### config.mk
export PLATFORM = sky130hd
export DESIGN_NAME = potreg_top
export DESIGN_NICKNAME = d
export VERILOG_FILES = /design/src/rtl/potreg_pkg.sv /design/src/rtl/potreg_nvbank.sv /design/src/rtl/potreg_recall.sv /design/src/rtl/potreg_drive.sv /design/src/rtl/potreg_top.sv
export SDC_FILE = /design/constraint.sdc
export NUM_CORES = 1
export LEC_CHECK = 0
export CORE_UTILIZATION = 55
export DETAILED_ROUTE_END_ITERATION = 16
export GPL_ROUTABILITY_DRIVEN = 0
export GPL_TIMING_DRIVEN = 0
export PLACE_DENSITY = 0.77
export SETUP_SLACK_MARGIN = 0.2
export SYNTH_ARGS = -nofsm -noshare
export SYNTH_HDL_FRONTEND = slang
export SYNTH_SLANG_ARGS = --single-unit
### constraint.sdc
create_clock -name clk -period 2.25 [get_ports clk]
set_clock_uncertainty 0.1 [all_clocks]
set_input_delay 0.225 -clock clk [delete_from_list [all_inputs] [get_ports clk]]
set_output_delay 0.225 -clock clk [all_outputs]
set_load 0.005 [all_outputs]
### src/rtl/potreg_pkg.sv
package potreg_pkg;
  localparam int DATA_W   = 8;
  localparam int ADDR_W   = 5;
  localparam int NV_WORDS = 15;  // initial value + 14 general bytes

  localparam logic [ADDR_W-1:0] ADR_WIPER   = 5'h00;
  localparam logic [ADDR_W-1:0] ADR_NV_LAST = 5'h0E;
  localparam logic [ADDR_W-1:0] ADR_RSVD    = 5'h0F;
  localparam logic [ADDR_W-1:0] ADR_CTRL    = 5'h10;

  localparam int BIT_MODE  = 7;
  localparam int BIT_RUN   = 6;
  localparam int BIT_BUSY  = 5;
  localparam int BIT_DRIVE = 1;

  localparam logic [DATA_W-1:0] MID_CODE = 8'h80;

  typedef struct packed {
    logic mode;    // 1: address 0 is the volatile wiper only
    logic run;     // 0: shutdown
    logic drive;   // 1: open-drain serial output
  } ctrl_t;

  localparam ctrl_t CTRL_DEFAULT = '{mode: 1'b0, run: 1'b1, drive: 1'b0};

  typedef enum logic [2:0] {
    K_WIPER,
    K_NV,
    K_RSVD,
    K_CTRL,
    K_BAD
  } kind_t;
endpackage

### src/rtl/potreg_nvbank.sv
module potreg_nvbank
  import potreg_pkg::*;
#(
  parameter int                NV_CYCLES = 5_000_000,
  parameter logic [DATA_W-1:0] IVR_INIT  = 8'h80,
  parameter int                WORDS     = NV_WORDS
) (
  input  logic              clk,
  input  logic              rst_n,
  input  logic              pwr_good,
  input  logic              start,
  input  logic [3:0]        wr_idx,
  input  logic [DATA_W-1:0] wr_data,
  input  logic [3:0]        rd_idx,
  output logic [DATA_W-1:0] rd_data,
  output logic [DATA_W-1:0] ivr,
  output logic              busy
);
  localparam int CNT_W = $clog2(NV_CYCLES + 1);
  localparam logic [CNT_W-1:0] CNT_LOAD = CNT_W'(NV_CYCLES - 1);

  logic [DATA_W-1:0] cells [WORDS];
  logic [CNT_W-1:0]  cnt;

  // Cells survive power-good loss; only rst_n clears them.
  always_ff @(posedge clk or negedge rst_n) begin
    if (!rst_n) begin
      for (int w = 0; w < WORDS; w++)
        cells[w] <= (w == 0) ? IVR_INIT : '0;
    end else if (start) begin
      for (int w = 0; w < WORDS; w++)
        if (wr_idx == 4'(w)) cells[w] <= wr_data;
    end
  end

  // Self-timed write window.
  always_ff @(posedge clk or negedge rst_n) begin
    if (!rst_n) begin
      busy <= 1'b0;
      cnt  <= '0;
    end else if (!pwr_good) begin
      busy <= 1'b0;
      cnt  <= '0;
    end else if (start) begin
      busy <= 1'b1;
      cnt  <= CNT_LOAD;
    end else if (busy) begin
      if (cnt == '0) busy <= 1'b0;
      else           cnt  <= cnt - 1'b1;
    end
  end

  always_comb begin
    rd_data = '0;
    for (int w = 0; w < WORDS; w++)
      if (rd_idx == 4'(w)) rd_data = cells[w];
  end

  assign ivr = cells[0];

  a_r7_busy_from_start: assert property (@(posedge clk) disable iff (!rst_n)
    $rose(busy) |-> $past(start));
  a_r8_no_restart: assert property (@(posedge clk) disable iff (!rst_n)
    busy |-> !start);
endmodule

### src/rtl/potreg_recall.sv
module potreg_recall #(
  parameter int RECALL_CYCLES = 4
) (
  input  logic clk,
  input  logic rst_n,
  input  logic pwr_good,
  output logic done,
  output logic load
);
  localparam int CW = $clog2(RECALL_CYCLES + 1);
  localparam logic [CW-1:0] LAST = CW'(RECALL_CYCLES - 1);

  logic [CW-1:0] cnt;

  assign load = pwr_good && !done && (cnt == LAST);

  always_ff @(posedge clk or negedge rst_n) begin
    if (!rst_n) begin
      cnt  <= '0;
      done <= 1'b0;
    end else if (!pwr_good) begin
      cnt  <= '0;
      done <= 1'b0;
    end else if (load) begin
      done <= 1'b1;
    end else if (!done) begin
      cnt <= cnt + 1'b1;
    end
  end

  a_r2_done_needs_power: assert property (@(posedge clk) disable iff (!rst_n)
    $rose(done) |-> $past(pwr_good));
endmodule

### src/rtl/potreg_drive.sv
module potreg_drive
  import potreg_pkg::*;
(
  input  logic [DATA_W-1:0] wiper,
  input  logic              run,
  output logic [DATA_W-1:0] code,
  output logic              open
);
  // Shutdown masks the tap code; the register itself is untouched.
  assign code = run ? wiper : '0;
  assign open = !run;
endmodule

### src/rtl/potreg_top.sv
module potreg_top
  import potreg_pkg::*;
#(
  parameter int                NV_CYCLES     = 5_000_000,
  parameter int                RECALL_CYCLES = 4,
  parameter logic [DATA_W-1:0] IVR_INIT      = 8'h80
) (
  input  logic              clk,
  input  logic              rst_n,
  input  logic              pwr_good,
  input  logic              req_valid,
  output logic              req_ready,
  input  logic              req_write,
  input  logic [ADDR_W-1:0] req_addr,
  input  logic [DATA_W-1:0] req_wdata,
  output logic              rsp_valid,
  input  logic              rsp_ready,
  output logic [DATA_W-1:0] rsp_rdata,
  output logic              rsp_err,
  output logic              recall_done,
  output logic [DATA_W-1:0] wiper_code,
  output logic              array_open,
  output logic              sdo_open_drain
);
  ctrl_t             ctrl_q;
  logic [DATA_W-1:0] wiper_q;
  logic [DATA_W-1:0] nv_rd, ivr;
  logic              busy, rc_load;
  kind_t             kind;
  logic              acc, blocked, reject;
  logic              nv_start, wiper_we, ctrl_we;
  logic [DATA_W-1:0] rd_mux, ctrl_img;

  potreg_recall #(.RECALL_CYCLES(RECALL_CYCLES)) u_recall (
    .clk(clk), .rst_n(rst_n), .pwr_good(pwr_good),
    .done(recall_done), .load(rc_load));

  potreg_nvbank #(.NV_CYCLES(NV_CYCLES), .IVR_INIT(IVR_INIT), .WORDS(NV_WORDS)) u_nv (
    .clk(clk), .rst_n(rst_n), .pwr_good(pwr_good),
    .start(nv_start), .wr_idx(req_addr[3:0]), .wr_data(req_wdata),
    .rd_idx(req_addr[3:0]), .rd_data(nv_rd), .ivr(ivr), .busy(busy));

  potreg_drive u_drive (
    .wiper(wiper_q), .run(ctrl_q.run), .code(wiper_code), .open(array_open));

  // Address decode
  always_comb begin
    if (req_addr == ADR_WIPER)        kind = K_WIPER;
    else if (req_addr <= ADR_NV_LAST) kind = K_NV;
    else if (req_addr == ADR_RSVD)    kind = K_RSVD;
    else if (req_addr == ADR_CTRL)    kind = K_CTRL;
    else                              kind = K_BAD;
  end

  assign req_ready = recall_done && (!rsp_valid || rsp_ready);
  assign acc       = req_valid && req_ready;
  assign blocked   = busy && !(!req_write && kind == K_CTRL);
  assign reject    = blocked || (kind == K_BAD) || (req_write && kind == K_RSVD);

  assign wiper_we = acc && req_write && !reject && (kind == K_WIPER);
  assign ctrl_we  = acc && req_write && !reject && (kind == K_CTRL);
  assign nv_start = acc && req_write && !reject &&
                    ((kind == K_NV) || (kind == K_WIPER && !ctrl_q.mode));

  always_comb begin
    ctrl_img            = '0;
    ctrl_img[BIT_MODE]  = ctrl_q.mode;
    ctrl_img[BIT_RUN]   = ctrl_q.run;
    ctrl_img[BIT_BUSY]  = busy;
    ctrl_img[BIT_DRIVE] = ctrl_q.drive;
  end

  always_comb begin
    case (kind)
      K_WIPER: rd_mux = ctrl_q.mode ? wiper_q : nv_rd;
      K_NV:    rd_mux = nv_rd;
      K_CTRL:  rd_mux = ctrl_img;
      default: rd_mux = '0;
    endcase
    if (req_write || reject) rd_mux = '0;
  end

  // Wiper register: mid-scale without power, recall, then host writes.
  always_ff @(posedge clk or negedge rst_n) begin
    if (!rst_n)        wiper_q <= MID_CODE;
    else if (!pwr_good) wiper_q <= MID_CODE;
    else if (rc_load)  wiper_q <= ivr;
    else if (wiper_we) wiper_q <= req_wdata;
  end

  always_ff @(posedge clk or negedge rst_n) begin
    if (!rst_n)         ctrl_q <= CTRL_DEFAULT;
    else if (!pwr_good) ctrl_q <= CTRL_DEFAULT;
    else if (ctrl_we) begin
      ctrl_q.mode  <= req_wdata[BIT_MODE];
      ctrl_q.run   <= req_wdata[BIT_RUN];
      ctrl_q.drive <= req_wdata[BIT_DRIVE];
    end
  end

  always_ff @(posedge clk or negedge rst_n) begin
    if (!rst_n) begin
      rsp_valid <= 1'b0;
      rsp_rdata <= '0;
      rsp_err   <= 1'b0;
    end else if (acc) begin
      rsp_valid <= 1'b1;
      rsp_rdata <= rd_mux;
      rsp_err   <= reject;
    end else if (rsp_ready) begin
      rsp_valid <= 1'b0;
    end
  end

  assign sdo_open_drain = ctrl_q.drive;

  a_r1_ready_gated: assert property (@(posedge clk) disable iff (!rst_n)
    !recall_done |-> !req_ready);
  a_r1_mid_without_power: assert property (@(posedge clk) disable iff (!rst_n)
    !pwr_good |=> wiper_q == MID_CODE);
  a_r2_recall_loads_ivr: assert property (@(posedge clk) disable iff (!rst_n)
    $rose(recall_done) |-> wiper_q == ivr);
  a_r3_write_through: assert property (@(posedge clk) disable iff (!rst_n)
    (acc && req_write && kind == K_WIPER && !ctrl_q.mode && !busy && pwr_good)
    |=> (!pwr_good || (wiper_q == $past(req_wdata) && ivr == $past(req_wdata))));
  a_r5_shadow_read_keeps_wiper: assert property (@(posedge clk) disable iff (!rst_n)
    (acc && !req_write && kind == K_WIPER && pwr_good)
    |=> (!pwr_good || wiper_q == $past(wiper_q)));
  a_r8_blocked_rejected: assert property (@(posedge clk) disable iff (!rst_n)
    (acc && busy && !(!req_write && kind == K_CTRL)) |=> (rsp_valid && rsp_err));
  a_r9_shutdown_output: assert property (@(posedge clk) disable iff (!rst_n)
    !ctrl_q.run |-> (wiper_code == '0 && array_open));
  a_r11_rsp_hold: assert property (@(posedge clk) disable iff (!rst_n)
    (rsp_valid && !rsp_ready) |=> (rsp_valid && $stable(rsp_rdata) && $stable(rsp_err)));
endmodule

## Yosys cells after proc, flatten, opt, wreduce, memory -nomap -nowiden

Index checks and enable logic that the tools add are counted.

| word-level totals | value |
|---|---|
| bits in latches | 0 |
| bits in writable memories | 0 |
| bits in registers | 169 |
| ROM bits | 0 |
| output and inout bits | 22 |
| memories | 0 |
| input bits | 19 |
| logic and storage cells | 147 |

| cells by class | value |
|---|---|
| bitwise operators | 0 |
| div/mod/pow operators | 0 |
| $mul | 0 |
| eq/ne operators | 28 |
| $add $sub $neg | 2 |
| order comparisons | 1 |
| shift-type cells | 0 |
| reductions and logical operators | 47 |
| mux-type cells | 43 |

Operators by type and width:

| kind | count |
|---|---|
| $mux W8 | 21 |
| $mux W23 | 4 |
| $reduce_and A2 Y1 | 17 |
| $eq A4 B4 Y1 const B | 7 |
| $mux W3 | 9 |
| $pmux W8 S3 | 1 |
| $logic_not A23 Y1 | 1 |
| $sub A23 B1 Y23 const B | 1 |
| $eq A4 B3 Y1 const B | 4 |
| $logic_and A1 B1 Y1 | 13 |
| $eq A3 B2 Y1 const B | 3 |
| $eq A4 B2 Y1 const B | 2 |
| $mux W1 | 8 |
| $logic_not A1 Y1 | 7 |
| $ne A3 B1 Y1 const B | 2 |
| $eq A5 B4 Y1 const B | 1 |
| $eq A5 B5 Y1 const B | 1 |
| $le A5 B4 Y1 const B | 1 |
| $logic_not A5 Y1 | 1 |
| $logic_or A1 B1 Y1 | 5 |
| $eq A4 B1 Y1 const B | 1 |
| $logic_not A4 Y1 | 1 |
| $ne A2 B1 Y1 const B | 2 |
| $ne A2 B2 Y1 const B | 2 |
| other kinds (6) | 6 |

## Depth between registers and ports, before layout

| logic depth | value |
|---|---|
| word-level depth | 19 |
| depth in mapped cells | 9 |
| gate-level depth less buffers | 6 |

## By module

Synthesis repeated with hierarchy kept, for this count alone.

| unflattened totals | value |
|---|---|
| cell total of the unflattened synthesis | 729 |
| area, all modules | 8494.4 µm² |

Modules (own cells, without submodules):

| module | cells each | area an instance (µm²) | sequential area each (µm²) | times used |
|---|---|---|---|---|
| potreg_nvbank | 567 | 7060.5 | 3604.7 | 1 |
| potreg_top | 135 | 1177.4 | 528.0 | 1 |
| potreg_recall | 18 | 202.7 | 100.1 | 1 |
| potreg_drive | 9 | 53.8 | 0.0 | 1 |

## Least setup slack after synthesis

OpenSTA, ideal clock, no wires.

| timing path | value |
|---|---|
| kind | register -> register |
| from | register u_nv.cnt[10] |
| to | register u_nv.cnt[4] |
| data required time | 2.024 ns |
| slack | -0.009 ns |
| arrival time | 2.032 ns |
| library setup time | 0.126 ns |
| path buffers | 2 |
| cell stages (with the launch flop) | 8 |
| clock period less this slack | 2.259 ns |
| path through | dfrtp_1 -> or4_1 -> clkbuf_1 -> nor4_2 -> a21oi_1 -> clkbuf_1 -> a311oi_1 -> nor3_1 |

| on the way | value |
|---|---|
| cells in the longest elaborated chain, start to end | 3 |

Ends and longest elaborated chain:

| item | RTL line | RTL |
|---|---|---|
| from (decl) | potreg_nvbank.sv:23 | `logic [CNT_W-1:0] cnt;` |
| from (signal assigned) | potreg_nvbank.sv:49 | `else cnt <= cnt - 1'b1;` |
| $logic_not A23 Y1 | potreg_nvbank.sv:48 | `if (cnt == '0) busy <= 1'b0;` |
| $ne A3 B3 Y1 (no source line) | n/a |  |
| $reduce_and A2 Y1 (no source line) | n/a |  |

No other way between the ends.
A chain may end at the register's enable or synchronous reset.

## Worst setup path after layout

| timing path | value |
|---|---|
| from | register u_nv.cnt[13] |
| to | register u_nv.cnt[4] |

The elaborated chain is that of the path after synthesis.

==> results.py <==
metrics = {
    "critical_path": {
        "cp_max_fo": 5,
        "r2r-end": "u_nv.cnt[4]",
        "required_ps": 2460,
        "end_kind": "register",
        "cp.arrival_ps": 2620,
        "crit_type": "register to register",
        "r2r_slack_ps": -160,
        "rr_startpoint": "u_nv.cnt[13]",
        "reg2reg_depth": 8,
        "critPathLaunchType": "register",
    },
    "cells_and_area": {
        "finalNetCount": 874,
        "final_common_cell": "dfrtp_1",
        "final_cell_area_mm2": 0.0113,
        "fin_util_pct": 74.0,
        "insertedDiodeCount": 0,
        "drive_gt1_share_pct": 40.5,
        "syn2layout_area_growth_pct": 30.5,
        "layout_common_cells": "156 x dfrtp_1, 69 x mux2_4, 63 x mux2_2",
    },
    "placed_design": {
        "hpwl_mm": 17.3,
        "port_buffers": 40,
        "placed_area_mm2": 0.00955,
        "pre_cts_slack_ps": -1320,
    },
    "routing": {
        "drtAntennaViolNets": 0,
        "dr.pass1.iters": 5,
        "vias": 7249,
        "drc": 0,
        "first_iter_violations": 896,
        "avgViaCountPerCell": 6.74,
        "wl_mm": 28.1,
        "wire_per_inst_um": 26.1,
    },
    "timing": {
        "min_period_ps": 2410,
        "drv_slew": 0,
        "max_freq_mhz": 414,
        "worstMarginPinSlew_ps": 811,
        "grt_setup_unrepaired": "yes",
        "final.period_utilization_pct": 107,
        "setup-tns-final_ps": -564,
        "max_slew_margin_pct": 46.0,
        "setup_slack_ps": -164,
        "setup_viol": 8,
        "final_hold_viol_count": 0,
    },
    "synthesis": {
        "synth_top_cell_by_area": "dfrtp_1",
        "syn_nets": 765,
        "netlist-cell-type-count": 70,
        "synth_edf_count": 0,
        "yosysSeqAreaShare_pct": 48.9,
        "yosys_warnings": 0,
        "syn-cell-area_mm2": 0.00865,
        "avgSynthCellArea_um2": 11.6,
        "yosysTopAreaCellShare_pct": 48.0,
        "ys.flop_type": "dfrtp_1",
        "synth_cells": 743,
        "synthTopCellsByArea": "dfrtp_1 48%, mux2_2 13%, mux2_1 4.4%",
        "synth_seq_cells": 169,
        "synthArstFlopShare_pct": 100,
    },
    "floorplan": {
        "io_pins": 41,
        "row_count": 45,
        "core_area_mm2": 0.0153,
        "die_h_um": 127,
        "initial_core_util_pct": 56.7,
        "die_w_um": 127,
        "dieArea_mm2": 0.0162,
    },
    "cts": {
        "ctsRootBufferMaster": "clkbuf_16",
        "clkTransAtPathRegs_ps": 70,
        "clock_sinks": 169,
        "cts_tree": "done",
        "cts.path.max_buffers": 2,
        "htree_num_levels": 4,
        "numCtsBuffers": 17,
        "clk_latency_ps": 440,
    },
    "global_route": {
        "grt_pass1_vias": 7179,
        "antenna_found_initial": 0,
        "grt_max_degree": 92,
        "grt_pass1_wl_mm": 41.8,
        "grt.overflow.total": 0,
        "grt_usage_pct": 34.8,
    },
    "status": {
        "status": "complete, but fails checks",
        "violations": "negative setup slack",
    },
    "min_path": {
        "min_path_type": "input pin to asynchronous set/reset pin",
    },
    "pwr": {
        "power.leakage_nw": 5.30,
        "power_density_mw_per_mm2": 635,
        "peakVddDrop_mv": 0.591,
    },
    "flow_run": {
        "drv_cap": 0,
    },
}
-- where the power goes --
group          switching, mW  total, mW  internal, mW
logic                  0.587       1.05         0.467
registers              0.115       3.30          3.19
clock network           1.28       2.82          1.54
-- cell families (layout without fill, tap and decap cells) --
family          count (synthesis)  count (layout)  share of synthesized area, %
compound gates                153             153                          12.0
xor+xnor                        8               8                         0.810
flops                         169             169                          48.9
mux                           154             154                          20.7
buf+inv                        61             183                          3.22
simple gates                  195             195                          13.9
fa+ha+maj                       3               3                         0.434
-- what timing repair did --
item / 4_1_cts / 5_1_grt
buffers inserted: 24 / 19
gates resized for setup: 120 / 94
hold buffers: 1 / 0
pin swaps: 30 / 35
hold endpoints to repair: 75 / 0
gates cloned: 3 / 2
setup endpoints to repair: 156 / 124
-- layer usage --
metal  up-vias  global-route usage (%)  wire, um
met5         -                       0         0
met4         0                    18.3      1330
met3       119                    11.2      2740
met2       493                    53.2     12900
met1      3638                    44.2     11100
li1       2999                       -         -
-- registers in the layout, indices dropped and copies added (netlist names) --
register,count
ctrl_img,2
rsp_err,1
rsp_rdata,8
rsp_valid,1
sdo_open_drain,1
u_nv.busy,1
u_nv.cells,112
u_nv.cnt,23
u_nv.ivr,8
u_recall.cnt,3
u_recall.done,1
wiper_q,8
-- synthesized netlist by cell type (11+ instances only) --
master and n:
mux2i_1 15, nand2_1 49, a211oi_1 11, a21oi_1 39, dfrtp_1 166, and2_1 13, clkbuf_1 29, mux2_1 34
mux2_2 98, nor2_1 29, nand3_4 11, o21ai_0 36, inv_1 13, nor3_1 12
-- per-stage QoR --
step	cells	power (mW)	hold slack, ps
after floorplan	743	3.79	-171
after global placement	994	4.13	370
after detailed placement	995	4.17	149
after CTS	1055	7.03	297
after global routing	1076	7.36	322
final	1076	7.17	249
-- worst max-delay path by stage --
stage	from	endpoint	slack, ps	cells after the start
after floorplan	u_nv.cnt[12]	u_nv.cnt[18]	70	6
after global placement	rst_n	u_nv.cells[102]	-5710	1
after detailed placement	req_addr[1]	rsp_rdata[0]	-1320	8
after CTS	u_nv.cnt[13]	u_nv.cnt[18]	-50	6
after global routing	u_nv.cnt[10]	u_nv.cnt[4]	-170	8
final	u_nv.cnt[13]	u_nv.cnt[4]	-160	8
-- area by class of cell --
cell class / count / area (um2)
multi-input combinational: 513 / 4870
sequential: 169 / 4250
fill: 914 / 3970
timing repair buffer: 90 / 902
clock buffer: 20 / 437
buffer: 47 / 408
tap: 211 / 264
clock inverter: 12 / 116
inverter: 14 / 52.6
-- critical path: stages (launching register included) --
cell	delay [ps]
dfrtp_1	400
or4_4	550
buf_8	150
nor4_4	250
buf_4	210
a21oi_2	90
clkbuf_8	180
a311oi_2	250
nor3_1	100
No activity file was read; power rests on OpenSTA's default activity.
